**src/rtl/irq_arm_pkg.sv**
```systemverilog
package irq_arm_pkg;
    typedef enum logic [1:0] {
        BUS_IDLE = 2'd0,
        BUS_IOWR = 2'd1,
        BUS_INTA = 2'd2
    } bus_st_e;

    localparam logic [3:0] CTRL_NIBBLE = 4'b0111;
endpackage

```
**src/rtl/irq_bus_fsm.sv**
```systemverilog
module irq_bus_fsm
    import irq_arm_pkg::*;
#(
    parameter int DATA_W = 8
) (
    input  logic              clk,
    input  logic              rst_n,
    input  logic              m1_n,
    input  logic              iorq_n,
    input  logic              wr_n,
    input  logic [DATA_W-1:0] din,
    output logic              wr_commit,
    output logic [DATA_W-1:0] wr_byte,
    output logic              ack_end,
    output logic              m1_fall
);
    bus_st_e state_q, state_d;
    logic    m1_q;
    logic    wr_cond, ack_cond;

    assign wr_cond  = !iorq_n && !wr_n && m1_n;
    assign ack_cond = !iorq_n && !m1_n;

    always_ff @(posedge clk or negedge rst_n) begin
        if (!rst_n) state_q <= BUS_IDLE;
        else        state_q <= state_d;
    end

    always_comb begin
        state_d = state_q;
        unique case (state_q)
            BUS_IDLE: begin
                if (ack_cond)     state_d = BUS_INTA;
                else if (wr_cond) state_d = BUS_IOWR;
            end
            BUS_IOWR: begin
                if (ack_cond)      state_d = BUS_INTA;
                else if (!wr_cond) state_d = BUS_IDLE;
            end
            BUS_INTA: begin
                if (!ack_cond) state_d = BUS_IDLE;
            end
            default: state_d = BUS_IDLE;
        endcase
    end

    always_comb begin
        wr_commit = 1'b0;
        ack_end   = 1'b0;
        unique case (state_q)
            BUS_IDLE: ;
            BUS_IOWR: wr_commit = !wr_cond && !ack_cond;
            BUS_INTA: ack_end   = !ack_cond;
            default:  ;
        endcase
    end

    always_ff @(posedge clk or negedge rst_n) begin
        if (!rst_n) begin
            m1_q    <= 1'b1;
            wr_byte <= '0;
        end else begin
            m1_q <= m1_n;
            if (wr_cond) wr_byte <= din;
        end
    end

    assign m1_fall = m1_q && !m1_n;

    // an acknowledge never leads to a commit on the next clock
    a_r7_no_commit_in_ack: assert property (@(posedge clk) disable iff (!rst_n)
        ack_cond |=> !wr_commit || $past(wr_cond));
endmodule

```
**src/rtl/irq_ctrl_regs.sv**
```systemverilog
module irq_ctrl_regs
    import irq_arm_pkg::*;
#(
    parameter int DATA_W = 8
) (
    input  logic              clk,
    input  logic              rst_n,
    input  logic              wr_commit,
    input  logic [DATA_W-1:0] wr_byte,
    input  logic              m1_fall,
    output logic [DATA_W-1:0] vector,
    output logic              armed
);
    localparam int EN_BIT = DATA_W - 1;

    logic pend_q, pend_val_q;

    always_ff @(posedge clk or negedge rst_n) begin
        if (!rst_n) begin
            vector     <= '0;
            armed      <= 1'b0;
            pend_q     <= 1'b0;
            pend_val_q <= 1'b0;
        end else begin
            if (m1_fall && pend_q) begin
                armed  <= pend_val_q;
                pend_q <= 1'b0;
            end
            if (wr_commit) begin
                if (!wr_byte[0]) begin
                    vector <= wr_byte;
                end else if (wr_byte[3:0] == CTRL_NIBBLE) begin
                    pend_q     <= 1'b1;
                    pend_val_q <= wr_byte[EN_BIT];
                end
            end
        end
    end

    // the armed enable only moves on an M1 falling edge
    a_r4_arm_on_m1_fall: assert property (@(posedge clk) disable iff (!rst_n)
        (armed != $past(armed)) |-> $past(m1_fall));
    // the vector only moves on a committed write
    a_r3_vector_on_commit: assert property (@(posedge clk) disable iff (!rst_n)
        (vector != $past(vector)) |-> $past(wr_commit));
endmodule

```
**src/rtl/irq_req_latch.sv**
```systemverilog
module irq_req_latch (
    input  logic clk,
    input  logic rst_n,
    input  logic evt,
    input  logic ack_end,
    input  logic armed,
    output logic int_n
);
    logic ev_q;

    always_ff @(posedge clk or negedge rst_n) begin
        if (!rst_n) begin
            ev_q <= 1'b0;
        end else if (evt) begin
            ev_q <= 1'b1;
        end else if (ack_end) begin
            ev_q <= 1'b0;
        end
    end

    assign int_n = !(armed && ev_q);

    // an ended acknowledge leaves the latch clear unless a new event came
    a_r10_clear_after_ack: assert property (@(posedge clk) disable iff (!rst_n)
        ack_end |=> !ev_q || $past(evt));
endmodule

```
**src/rtl/irq_arm_ctrl.sv**
```systemverilog
module irq_arm_ctrl
    import irq_arm_pkg::*;
#(
    parameter int DATA_W = 8
) (
    input  logic              clk,
    input  logic              rst_n,
    input  logic              m1_n,
    input  logic              mreq_n,
    input  logic              iorq_n,
    input  logic              rd_n,
    input  logic              wr_n,
    input  logic [DATA_W-1:0] data_in,
    input  logic              evt,
    output logic              int_n,
    output logic [DATA_W-1:0] data_out,
    output logic              data_oe
);
    logic              wr_commit, ack_end, m1_fall, armed;
    logic [DATA_W-1:0] wr_byte, vector;
    logic              unused_strobes;

    assign unused_strobes = mreq_n ^ rd_n;

    irq_bus_fsm #(.DATA_W(DATA_W)) u_bus (
        .clk(clk), .rst_n(rst_n), .m1_n(m1_n), .iorq_n(iorq_n), .wr_n(wr_n),
        .din(data_in), .wr_commit(wr_commit), .wr_byte(wr_byte),
        .ack_end(ack_end), .m1_fall(m1_fall)
    );

    irq_ctrl_regs #(.DATA_W(DATA_W)) u_regs (
        .clk(clk), .rst_n(rst_n), .wr_commit(wr_commit), .wr_byte(wr_byte),
        .m1_fall(m1_fall), .vector(vector), .armed(armed)
    );

    irq_req_latch u_req (
        .clk(clk), .rst_n(rst_n), .evt(evt), .ack_end(ack_end),
        .armed(armed), .int_n(int_n)
    );

    assign data_oe  = !m1_n && !iorq_n && !int_n;
    assign data_out = data_oe ? vector : '0;

    // bus driven only inside an acknowledge with a live request
    a_r9_oe_needs_ack: assert property (@(posedge clk) disable iff (!rst_n)
        data_oe |-> (!m1_n && !iorq_n && !int_n));
    // a request needs the enable to be armed
    a_r8_req_needs_arm: assert property (@(posedge clk) disable iff (!rst_n)
        !int_n |-> armed);
    // released bus carries zero
    a_r9_idle_bus_zero: assert property (@(posedge clk) disable iff (!rst_n)
        !data_oe |-> (data_out == '0));
endmodule

```
**config.mk**
```make
export PLATFORM = sky130hd
export DESIGN_NAME = irq_arm_ctrl
export DESIGN_NICKNAME = d
export VERILOG_FILES = /design/src/rtl/irq_arm_pkg.sv /design/src/rtl/irq_bus_fsm.sv /design/src/rtl/irq_ctrl_regs.sv /design/src/rtl/irq_req_latch.sv /design/src/rtl/irq_arm_ctrl.sv
export SDC_FILE = /design/constraint.sdc
export NUM_CORES = 1
export LEC_CHECK = 0
export BUFFER_PORTS_ARGS = -buffer_cell sky130_fd_sc_hd__buf_4
export CAP_MARGIN = 20
export CORE_MARGIN = 3
export CORE_UTILIZATION = 45
export DETAILED_ROUTE_END_ITERATION = 8
export PLACE_DENSITY = 0.7
export SLEW_MARGIN = 10
export SYNTH_ARGS = -nofsm -noshare
export SYNTH_HDL_FRONTEND = slang
export SYNTH_SLANG_ARGS = --single-unit
```
**constraint.sdc**
```tcl
create_clock -name clk -period 3.5 [get_ports clk]
set_input_delay 0 -clock clk [delete_from_list [all_inputs] [get_ports clk]]
set_output_delay 0 -clock clk [all_outputs]
set_load 0.02 [all_outputs]
```
==> results of run 1 <==
## power groups by stage
stage	logic [mW]	clock network, mW	registers, mW
final	0.0914	0.115	0.338
after global routing	0.101	0.129	0.346
after floorplan	0.0578	0	0.333
after detailed placement	0.0822	0	0.343
after CTS	0.0927	0.119	0.338
after global placement	0.0784	0	0.340
## per-stage QoR
stage	hold WS, ns	area (um2)	util
2_1_floorplan	-0.296	925	-
4_1_cts	0.0470	1260	0.685
3_3_place_gp	-0.0993	1110	0.605
6_report	0.0507	1260	0.685
5_1_grt	0.0536	1260	0.685
3_5_place_dp	-0.101	1110	0.605
## layout make-up
class	count	area, um2
Clock buffer	4	26.3
Fill cell	165	579
Inverter	1	3.75
Multi-Input combinational cell	39	362
Sequential cell	22	552
Tap cell	25	31.3
Timing Repair Buffer	34	285
## layer usage
metal	up-vias	global-route usage
met5	-	0
met4	0	0.0131
met3	0	0.0350
met2	15	0.285
met1	292	0.177
li1	294	-
## placed cells by master (no fill, tap or decap)
cell / instances
conb_1: 1
dlygate4sd3_1: 12
dfstp_2: 1
nand2_1: 1
nor3b_4: 1
nand3b_1: 1
a21o_1: 2
mux2_2: 17
a21oi_2: 1
dfrtp_1: 21
o211ai_1: 1
a211oi_1: 1
buf_4: 22
clkbuf_4: 3
nand2b_1: 1
inv_1: 1
clkbuf_1: 1
nor2b_1: 1
nor4_1: 1
and2_1: 7
nor4_4: 1
nand4b_1: 1
nor3_1: 1
## cells by family (layout without fill, tap and decap cells)
family                 Yosys count  after routing  synth area share
AO/OA/AOI/OAI                    5              5            0.0420
other                            1              1           0.00406
AND/OR/NAND/NOR                 16             16             0.138
multiplexers                    17             17             0.207
flip-flops                      22             22             0.597
buffers and inverters            2             39            0.0122
## critical path: stages
cell,delay (ns)
dlygate4sd3_1,0.54
buf_4,0.16
nor3_1,0.66
and2_1,0.24
buf_4,0.14
## Yosys cell counts
| master | instances | area share |
|---|---|---|
| buf_4 | 1 | 0.0081 |
| nor2b_1 | 1 | 0.0068 |
| dfrtp_1 | 21 | 0.57 |
| nand4b_1 | 1 | 0.0095 |
| nand3b_1 | 1 | 0.0081 |
| conb_1 | 1 | 0.0041 |
| nor3_1 | 1 | 0.0054 |
| a21oi_2 | 1 | 0.0095 |
| nand2b_1 | 1 | 0.0068 |
| o211ai_1 | 1 | 0.0081 |
| nand2_1 | 1 | 0.0041 |
| a21o_1 | 2 | 0.016 |
| a211oi_1 | 1 | 0.0081 |
| inv_1 | 1 | 0.0041 |
| mux2_2 | 17 | 0.21 |
| and2_1 | 7 | 0.047 |
| nor3b_4 | 1 | 0.020 |
| nor4_1 | 1 | 0.0068 |
| dfstp_2 | 1 | 0.028 |
| nor4_4 | 1 | 0.023 |
## registers in the layout (all words and copies together), names as in the netlist
name,count
u_bus.wr_byte,8
u_regs.vector,7
u_bus.state_q,2
u_bus.m1_q,1
u_regs.armed,1
u_regs.pend_q,1
u_regs.pend_val_q,1
u_req.ev_q,1
## final timing paths
path | cells past startpoint | endpoint | slack (ns) | start
max reg2reg | 2 | u_regs.vector[3] | 1.96 | u_bus.state_q[1]
max | 5 | data_out[3] | 1.76 | iorq_n
min | 3 | u_bus.state_q[0] | 0.05 | wr_n
min in group asynchronous | 2 | u_regs.vector[2] | 0.11 | rst_n
min reg2reg | 1 | u_bus.state_q[1] | 0.47 | u_bus.state_q[0]
max in group asynchronous | 2 | u_bus.m1_q | 3.10 | rst_n
==> flow_summary_export.csv, run 1 <==
group,metric,value,unit
cts,clk_latency,0.30,ns
worst_setup_path,worstPathArrival,1.74,ns
floorplan,die_w,51.3,um
global_routing,grt_antenna_before_repair,0,
power,total_power,0.544,mW
cts,cts_tree,"yes",
floorplan,num_rows,15,
power,power_frac_seq,0.621,
global_routing,overflow,0,
cts,clock_sinks,22,
cts,ctsHtreeMaxLevel,1,
yosys,synth_cells,63,
power,pwr-share-comb,0.168,
routing,wl_met1,773,um
power,irDropWorstVdd,0.391,mV
worst_setup_path,worstPathMaxFanout,8,
yosys,ys_seq_area_frac,0.597,
cts,postCtsHoldBufs,12,
global_routing,grt_pass1_vias,686,
placement,pre_cts_slack,1.97,ns
power,p_per_area,432,nW/um2
yosys,ys_warn_count,0,
yosys,syn-cell-area,925,um2
cts,clk_pin_slew,0.12,ns
yosys,syn_area_per_cell,14.7,um2
cells_and_area,antenna-diode-count,0,
cts,cts_buffer_depth,2,
cts,cts_made_buffers,3,
routing,vias,601,
timing,max_slew_margin,0.475,
cts,clockRootBuffer,"clkbuf_4",
worst_setup_path,required,3.50,ns
routing,drt-vias-per-instance,4.81,
timing,slew_violations,0,
timing,worstMarginPinSlew,0.782,ns
global_routing,grt_use_total,0.150,
global_routing,grt_max_degree,23,
power,p_leak,0.577,nW
cells_and_area,drive_gt1_frac,0.460,
routing,drt-pass1-iter-count,1,
status,status,"finished clean",
yosys,ys_ff_latch,22,
job,drv_cap,0,
cts,post_cts_resized,0,
worst_setup_path,end_kind,"output port",
cells_and_area,area_delta_synth_final,36.3,%
power,intPower,0.415,mW
min_path,hold_path.class,"input pin to register",
worst_setup_path,start_kind,"input pin",
timing,period_share,0.498,
timing,final-hold-violation-count,0,
routing,dr.first_iter.drc_count,0,
power,swShare,0.236,
yosys,synth_nets,79,
placement,place_congestion,0.676,
timing,final-setup-viol-count,0,
floorplan,dieArea,2630,um2
timing,fin_tns_setup,0,ns
routing,wl_per_cell,14.0,um
global_routing,grt_pass1_wl,2940,um
yosys,yosysUniqueCellTypes,20,
cts,cts_setup_buffers,0,
routing,drtAntennaViolNets,0,
power,p_clk_frac,0.211,
timing,min_period,1.74,ns
worst_setup_path,crit_type,"input pin to output port",
timing,rsz0062_at_grt,"false",
cells_and_area,layoutNonFillerInstCount,125,
routing,met3_length,70,um
routing,top_layer,"met3",
timing,fmax,0.573,GHz
floorplan,initial_core_util,0.503,
routing,drc,0,
floorplan,fp.dieH,51.3,um
routing,route.met2.wl,911,um
routing,wl,1760,um
power,p_sw,0.129,mW
placement,port_buffers,22,
cells_and_area,num-nets-final,117,
timing,clock_skew,0.0127,ns
floorplan,boundaryPins,26,
timing,worst_slack,1.76,ns
placement,post-place-cells,109,
floorplan,core_area,1840,um2
placement,dp_hpwl,1180,um
Note: power is estimated with default switching activity, not from simulation.
==> run 2: changes to the inputs <==
--- a/config.mk
+++ b/config.mk
@@ -5,6 +5,7 @@
 export SDC_FILE = /design/constraint.sdc
 export NUM_CORES = 1
 export LEC_CHECK = 0
+export ABC_AREA = 1
 export BUFFER_PORTS_ARGS = -buffer_cell sky130_fd_sc_hd__buf_4
 export CAP_MARGIN = 20
 export CORE_MARGIN = 3
==> constraint.sdc (replaced) <==
create_clock -name clk -period 1.7 [get_ports clk]
set_input_delay 0 -clock clk [delete_from_list [all_inputs] [get_ports clk]]
set_output_delay 0 -clock clk [all_outputs]
set_load 0.02 [all_outputs]
==> flow_summary_export.csv, run 2 <==
group,metric,value,unit
power,p_per_area,868,nW/um2
cts,clk_pin_slew,0.12,ns
cts,clock_sinks,22,
global_routing,grt_antenna_before_repair,0,
routing,drtAntennaViolNets,0,
timing,final-hold-violation-count,0,
placement,pre_cts_slack,0.628,ns
power,intPower,0.828,mW
placement,port_buffers,22,
power,pwr-share-comb,0.164,
power,p_leak,0.698,nW
power,p_clk_frac,0.251,
yosys,ys_warn_count,0,
cts,cts_setup_buffers,0,
yosys,synth_nets,134,
power,irDropWorstVdd,0.642,mV
routing,drt-pass1-iter-count,4,
worst_setup_path,worstPathArrival,1.50,ns
yosys,synth_cells,118,
yosys,ys.flop_type,"dfrtp_1",
timing,min_period,1.50,ns
global_routing,grt_use_total,0.172,
global_routing,overflow,0,
worst_setup_path,rrSetupSlack,0.61,ns
worst_setup_path,r2r_start,"u_bus.state_q[1]",
yosys,synth-async-reset-ratio,1.00,
yosys,synth_edf_count,0,
routing,vias,810,
worst_setup_path,rr_endpoint,"u_regs.vector[2]",
routing,drt-vias-per-instance,4.45,
min_path,hold_path.class,"input pin to register",
worst_setup_path,worstPathMaxFanout,8,
worst_setup_path,required,1.70,ns
floorplan,core_area,1980,um2
timing,clock_skew,0.00188,ns
worst_setup_path,crit_type,"input pin to output port",
timing,final-setup-viol-count,0,
cells_and_area,antenna-diode-count,0,
cts,clk_latency,0.30,ns
cells_and_area,reg.largest.list,"u_bus.wr_byte x8, u_regs.vector x7, u_bus.state_q x2",
cells_and_area,largest_reg_flops,8,
floorplan,num_rows,16,
yosys,ys_ff_latch,22,
routing,drc,0,
timing,worst_slack,0.201,ns
yosys,yosysUniqueCellTypes,17,
cells_and_area,mostFrequentLayoutCells,"46 x nand2_1, 22 x buf_4, 21 x dfrtp_1, 14 x inv_1, 12 x dlygate4sd3_1",
worst_setup_path,crit_path_cell_trace,"dlygate4sd3_1, buf_4, nor2_1, nand3_2, nor2_1, buf_4",
floorplan,initial_core_util,0.484,
yosys,synth_top_cell_area_share,0.548,
cells_and_area,regMostFlops,"u_bus.wr_byte",
yosys,synth_most_common_cell,"nand2_1",
floorplan,die_w,52.2,um
cts,clockRootBuffer,"clkbuf_4",
cts,cts_buffer_depth,2,
floorplan,boundaryPins,26,
cells_and_area,mostFrequentLayoutCell,"nand2_1",
cts,cts_tree,"yes",
power,power_frac_seq,0.584,
yosys,synth.top_cells.by_area,"dfrtp_1 55%, nand2_1 18%, inv_1 5.5%",
worst_setup_path,worst_path_largest_cell_delay,0.54,ns
global_routing,grt_max_degree,23,
cells_and_area,num-nets-final,172,
global_routing,grt_pass1_vias,817,
cts,ctsHtreeMaxLevel,1,
yosys,synth_common_cells,"46 x nand2_1, 21 x dfrtp_1, 14 x inv_1",
floorplan,dieArea,2720,um2
routing,dr.first_iter.drc_count,13,
worst_setup_path,start_kind,"input pin",
cts,cts_made_buffers,3,
routing,wl_per_cell,9.96,um
timing,fin_tns_setup,0,ns
timing,slew_violations,0,
status,status,"finished clean",
timing,fmax,0.667,GHz
cells_and_area,drive_gt1_frac,0.213,
placement,place_congestion,0.719,
placement,dp_hpwl,1290,um
job,drv_cap,0,
worst_setup_path,cp_slowest_cell,"dlygate4sd3_1",
timing,rsz0062_at_grt,"false",
worst_setup_path,end_kind,"output port",
yosys,syn-cell-area,958,um2
cells_and_area,area_delta_synth_final,36.3,%
routing,wl,1810,um
yosys,ys_seq_area_frac,0.576,
floorplan,fp.dieH,52.2,um
global_routing,grt_pass1_wl,3440,um
power,p_sw,0.306,mW
worst_setup_path,r2r_cells,6,
timing,period_share,0.882,
yosys,synth_area_leader_cell,"dfrtp_1",
yosys,syn_area_per_cell,8.12,um2
worst_setup_path,crit_start,"iorq_n",
power,swShare,0.270,
worst_setup_path,crit_end,"data_out[2]",
run 2: cell types whose count changed after synthesis, sizes merged, moves of 3 or more:
cell / previous run / this run
and2: 7 / 0
inv: 1 / 15
mux2: 17 / 0
nand2: 1 / 47
nand3: 0 / 12
nor2: 0 / 13
o21ai: 0 / 3
run 2: repair_timing:
action                                  in CTS  in global routing
endpoints found under the setup margin       0                  0
endpoints found under the hold margin       33                  0
hold buffers                                12                  0
gates resized for setup                      0                  0
run 2: routing by layer:
| layer | vias up | share of wire | global-route usage |
|---|---|---|---|
| li1 | 429 | - | - |
| met1 | 360 | 0.46 | 0.220 |
| met2 | 16 | 0.48 | 0.280 |
| met3 | 5 | 0.040 | 0.0287 |
| met4 | 0 | 0.020 | 0.0851 |
| met5 | - | 0 | 0 |
run 2: cell families after synthesis:
group / share of synthesized area
compound gates: 0.0287
buf+inv: 0.0705
flops: 0.576
other cells: 0.00391
simple gates: 0.321
run 2: per-stage QoR:
stage	hold WS [ns]	cells	total power, mW	area (um2)	utilization
3_3_place_gp	-0.0997	166	0.826	1150	0.580
6_report	0.0745	182	1.13	1310	0.659
4_1_cts	0.0685	182	1.15	1310	0.659
5_1_grt	0.0860	182	1.22	1310	0.659
2_1_floorplan	-0.296	118	0.771	958	-
3_5_place_dp	-0.0986	166	0.836	1150	0.580
run 2: worst min-delay path by stage:
stage	endpoint	slack, ns	cells past startpoint	startpoint
floorplan	u_bus.state_q[0]	-0.30	0	rst_n
global placement	u_regs.vector[6]	-0.1	1	rst_n
finish	u_bus.state_q[0]	0.07	4	wr_n
CTS	u_bus.state_q[0]	0.07	4	wr_n
detailed placement	u_regs.vector[6]	-0.1	1	rst_n
global route	u_bus.state_q[0]	0.09	4	wr_n
run 2: power groups by stage:
stage | Clock (mW) | Sequential, mW | Combinational [mW]
3_3_place_gp | 0 | 0.667 | 0.159
6_report | 0.285 | 0.663 | 0.186
2_1_floorplan | 0 | 0.657 | 0.113
3_5_place_dp | 0 | 0.671 | 0.165
5_1_grt | 0.315 | 0.675 | 0.228
4_1_cts | 0.297 | 0.663 | 0.190
run 2: worst max-delay path: cells and delay by family:
family                 cells  cell delay [ns]
and+or+nand+nor            3             0.67
buffers and inverters      3             0.83
run 2: layout make-up:
class / instances / area, um2
Tap cell: 27 / 33.8
Fill cell: 160 / 676
Multi-Input combinational cell: 79 / 339
Sequential cell: 22 / 552
Timing Repair Buffer: 34 / 285
Clock buffer: 4 / 36.3
Inverter: 16 / 60.1
==> run 3: changes to the inputs <==
--- a/config.mk
+++ b/config.mk
@@ -5,7 +5,6 @@
 export SDC_FILE = /design/constraint.sdc
 export NUM_CORES = 1
 export LEC_CHECK = 0
-export ABC_AREA = 1
 export BUFFER_PORTS_ARGS = -buffer_cell sky130_fd_sc_hd__buf_4
 export CAP_MARGIN = 20
 export CORE_MARGIN = 3
==> flow_summary_export.csv, run 3 (synthesized netlist as in run 1, its figures left out) <==
group,metric,value,unit
routing,wl_per_cell,13.0,um
cells_and_area,reg.largest.list,"u_bus.wr_byte x8, u_regs.vector x7, u_bus.state_q x2",
timing,whs,0.0470,ns
timing,slew_violations,0,
routing,wl,1670,um
cts,clockRootBuffer,"clkbuf_4",
placement,place_area,1140,um2
cells_and_area,area_delta_synth_final,39.8,%
floorplan,core_area,1840,um2
routing,drtAntennaViolNets,0,
routing,vias,629,
timing,fmax,0.677,GHz
power,irDropWorstVdd,0.636,mV
timing,min_period,1.48,ns
timing,final-setup-viol-count,0,
timing,clock_skew,0.00366,ns
cells_and_area,layoutNonFillerInstCount,128,
global_routing,grt_pass1_vias,729,
cells_and_area,regMostFlops,"u_bus.wr_byte",
cts,clock_sinks,22,
cts,cts_made_buffers,3,
worst_setup_path,rrSetupSlack,0.30,ns
cts,cts_buffer_depth,2,
routing,met3_length,62,um
timing,final-hold-violation-count,0,
cts,clk_latency,0.30,ns
floorplan,initial_core_util,0.503,
floorplan,fp.dieH,51.3,um
global_routing,overflow,0,
power,p_per_area,897,nW/um2
cells_and_area,ff_latch_area,552,um2
worst_setup_path,worstPathMaxFanout,5,
routing,wl_met1,775,um
global_routing,grt_pass1_wl,3020,um
routing,dr.first_iter.drc_count,1,
placement,place_congestion,0.720,
cts,clk_pin_slew,0.12,ns
placement,dp_hpwl,1180,um
routing,top_layer,"met4",
cts,cts_tree,"yes",
cells_and_area,nFillCells,151,
cts,cts_setup_buffers,0,
cells_and_area,multi_input_area,362,um2
cells_and_area,largest_reg_flops,8,
global_routing,grt_max_degree,23,
timing,rsz0062_at_grt,"false",
min_path,hold_path.class,"input pin to register",
worst_setup_path,worstPathArrival,1.48,ns
routing,drt-vias-per-instance,4.91,
timing,period_share,0.869,
cells_and_area,mostFrequentLayoutCells,"25 x buf_4, 21 x dfrtp_1, 17 x mux2_2, 12 x dlygate4sd3_1, 7 x and2_1",
routing,drc,0,
worst_setup_path,required,1.70,ns
floorplan,die_w,51.3,um
worst_setup_path,start_kind,"input pin",
placement,port_buffers,22,
worst_setup_path,crit_type,"input pin to output port",
worst_setup_path,end_kind,"output port",
floorplan,boundaryPins,26,
global_routing,grt_use_total,0.153,
floorplan,dieArea,2630,um2
routing,drt-pass1-iter-count,2,
global_routing,grt_antenna_before_repair,0,
placement,post-place-cells,112,
routing,route.met2.wl,814,um
cells_and_area,drive_gt1_frac,0.485,
status,status,"finished clean",
floorplan,num_rows,15,
power,p_leak,0.599,nW
job,drv_cap,0,
timing,fin_tns_setup,0,ns
cells_and_area,design_area,1290,um2
cts,ctsHtreeMaxLevel,1,
cells_and_area,mostFrequentLayoutCell,"buf_4",
cells_and_area,num-nets-final,120,
cells_and_area,antenna-diode-count,0,
run 3: changes by cell type in the layout (fill, tap and decap cells not counted), moves of 3 or more:
cell	change
nor2_1	-11
nand3_1	-10
o21ai_0	-3
buf_4	+3
nand2_1	-45
inv_1	-13
mux2_2	+17
and2_1	+7
run 3: repair_timing:
action | 4_1_cts | 5_1_grt
hold buffers | 12 | 0
resized for setup | 0 | 0
endpoints found under the hold margin | 33 | 0
endpoints found under the setup margin | 0 | 0
run 3: power breakdown:
group	leakage [nW]	switching (mW)	internal [mW]
clock network	0.0210	0.148	0.130
registers	0.271	0.0566	0.636
logic	0.307	0.0594	0.129
run 3: worst paths after layout:
kind                             startpoint                end  depth (start not counted)
hold / removal                         wr_n   u_bus.state_q[0]                          3
setup reg to reg           u_bus.wr_byte[3]  u_regs.pend_val_q                          3
hold reg to reg            u_bus.state_q[0]   u_bus.state_q[1]                          1
setup / recovery                     iorq_n        data_out[3]                          6
min in group asynchronous             rst_n      u_regs.pend_q                          2
max in group asynchronous             rst_n         u_bus.m1_q                          2
run 3: metrics by stage:
step | utilization | setup slack, ns | power, mW
finish | 0.703 | 0.222 | 1.16
floorplan | - | 0.170 | 0.806
CTS | 0.703 | 0.206 | 1.17
global route | 0.703 | 0.0678 | 1.23
detailed placement | 0.618 | 0.290 | 0.876
global placement | 0.618 | 0.324 | 0.863
run 3: metal layers:
layer / vias to the layer above / track usage
met5: - / 0
met4: 0 / 0.0655
met3: 2 / 0.0175
met2: 15 / 0.277
met1: 312 / 0.180
li1: 300 / -
run 3: worst max-delay path, stage by stage:
cell	delay (ns)
dlygate4sd3_1	0.54
buf_4	0.16
nor3_1	0.32
buf_4	0.19
and2_1	0.13
buf_4	0.14
run 3: area by class of cell:
class / count / area share
flip-flops and latches: 22 / 0.427
clock buffers: 4 / 0.0281
repair buffers: 37 / 0.238
well taps: 25 / 0.0242
inverters: 1 / 0.00290
multi-input cells: 39 / 0.280
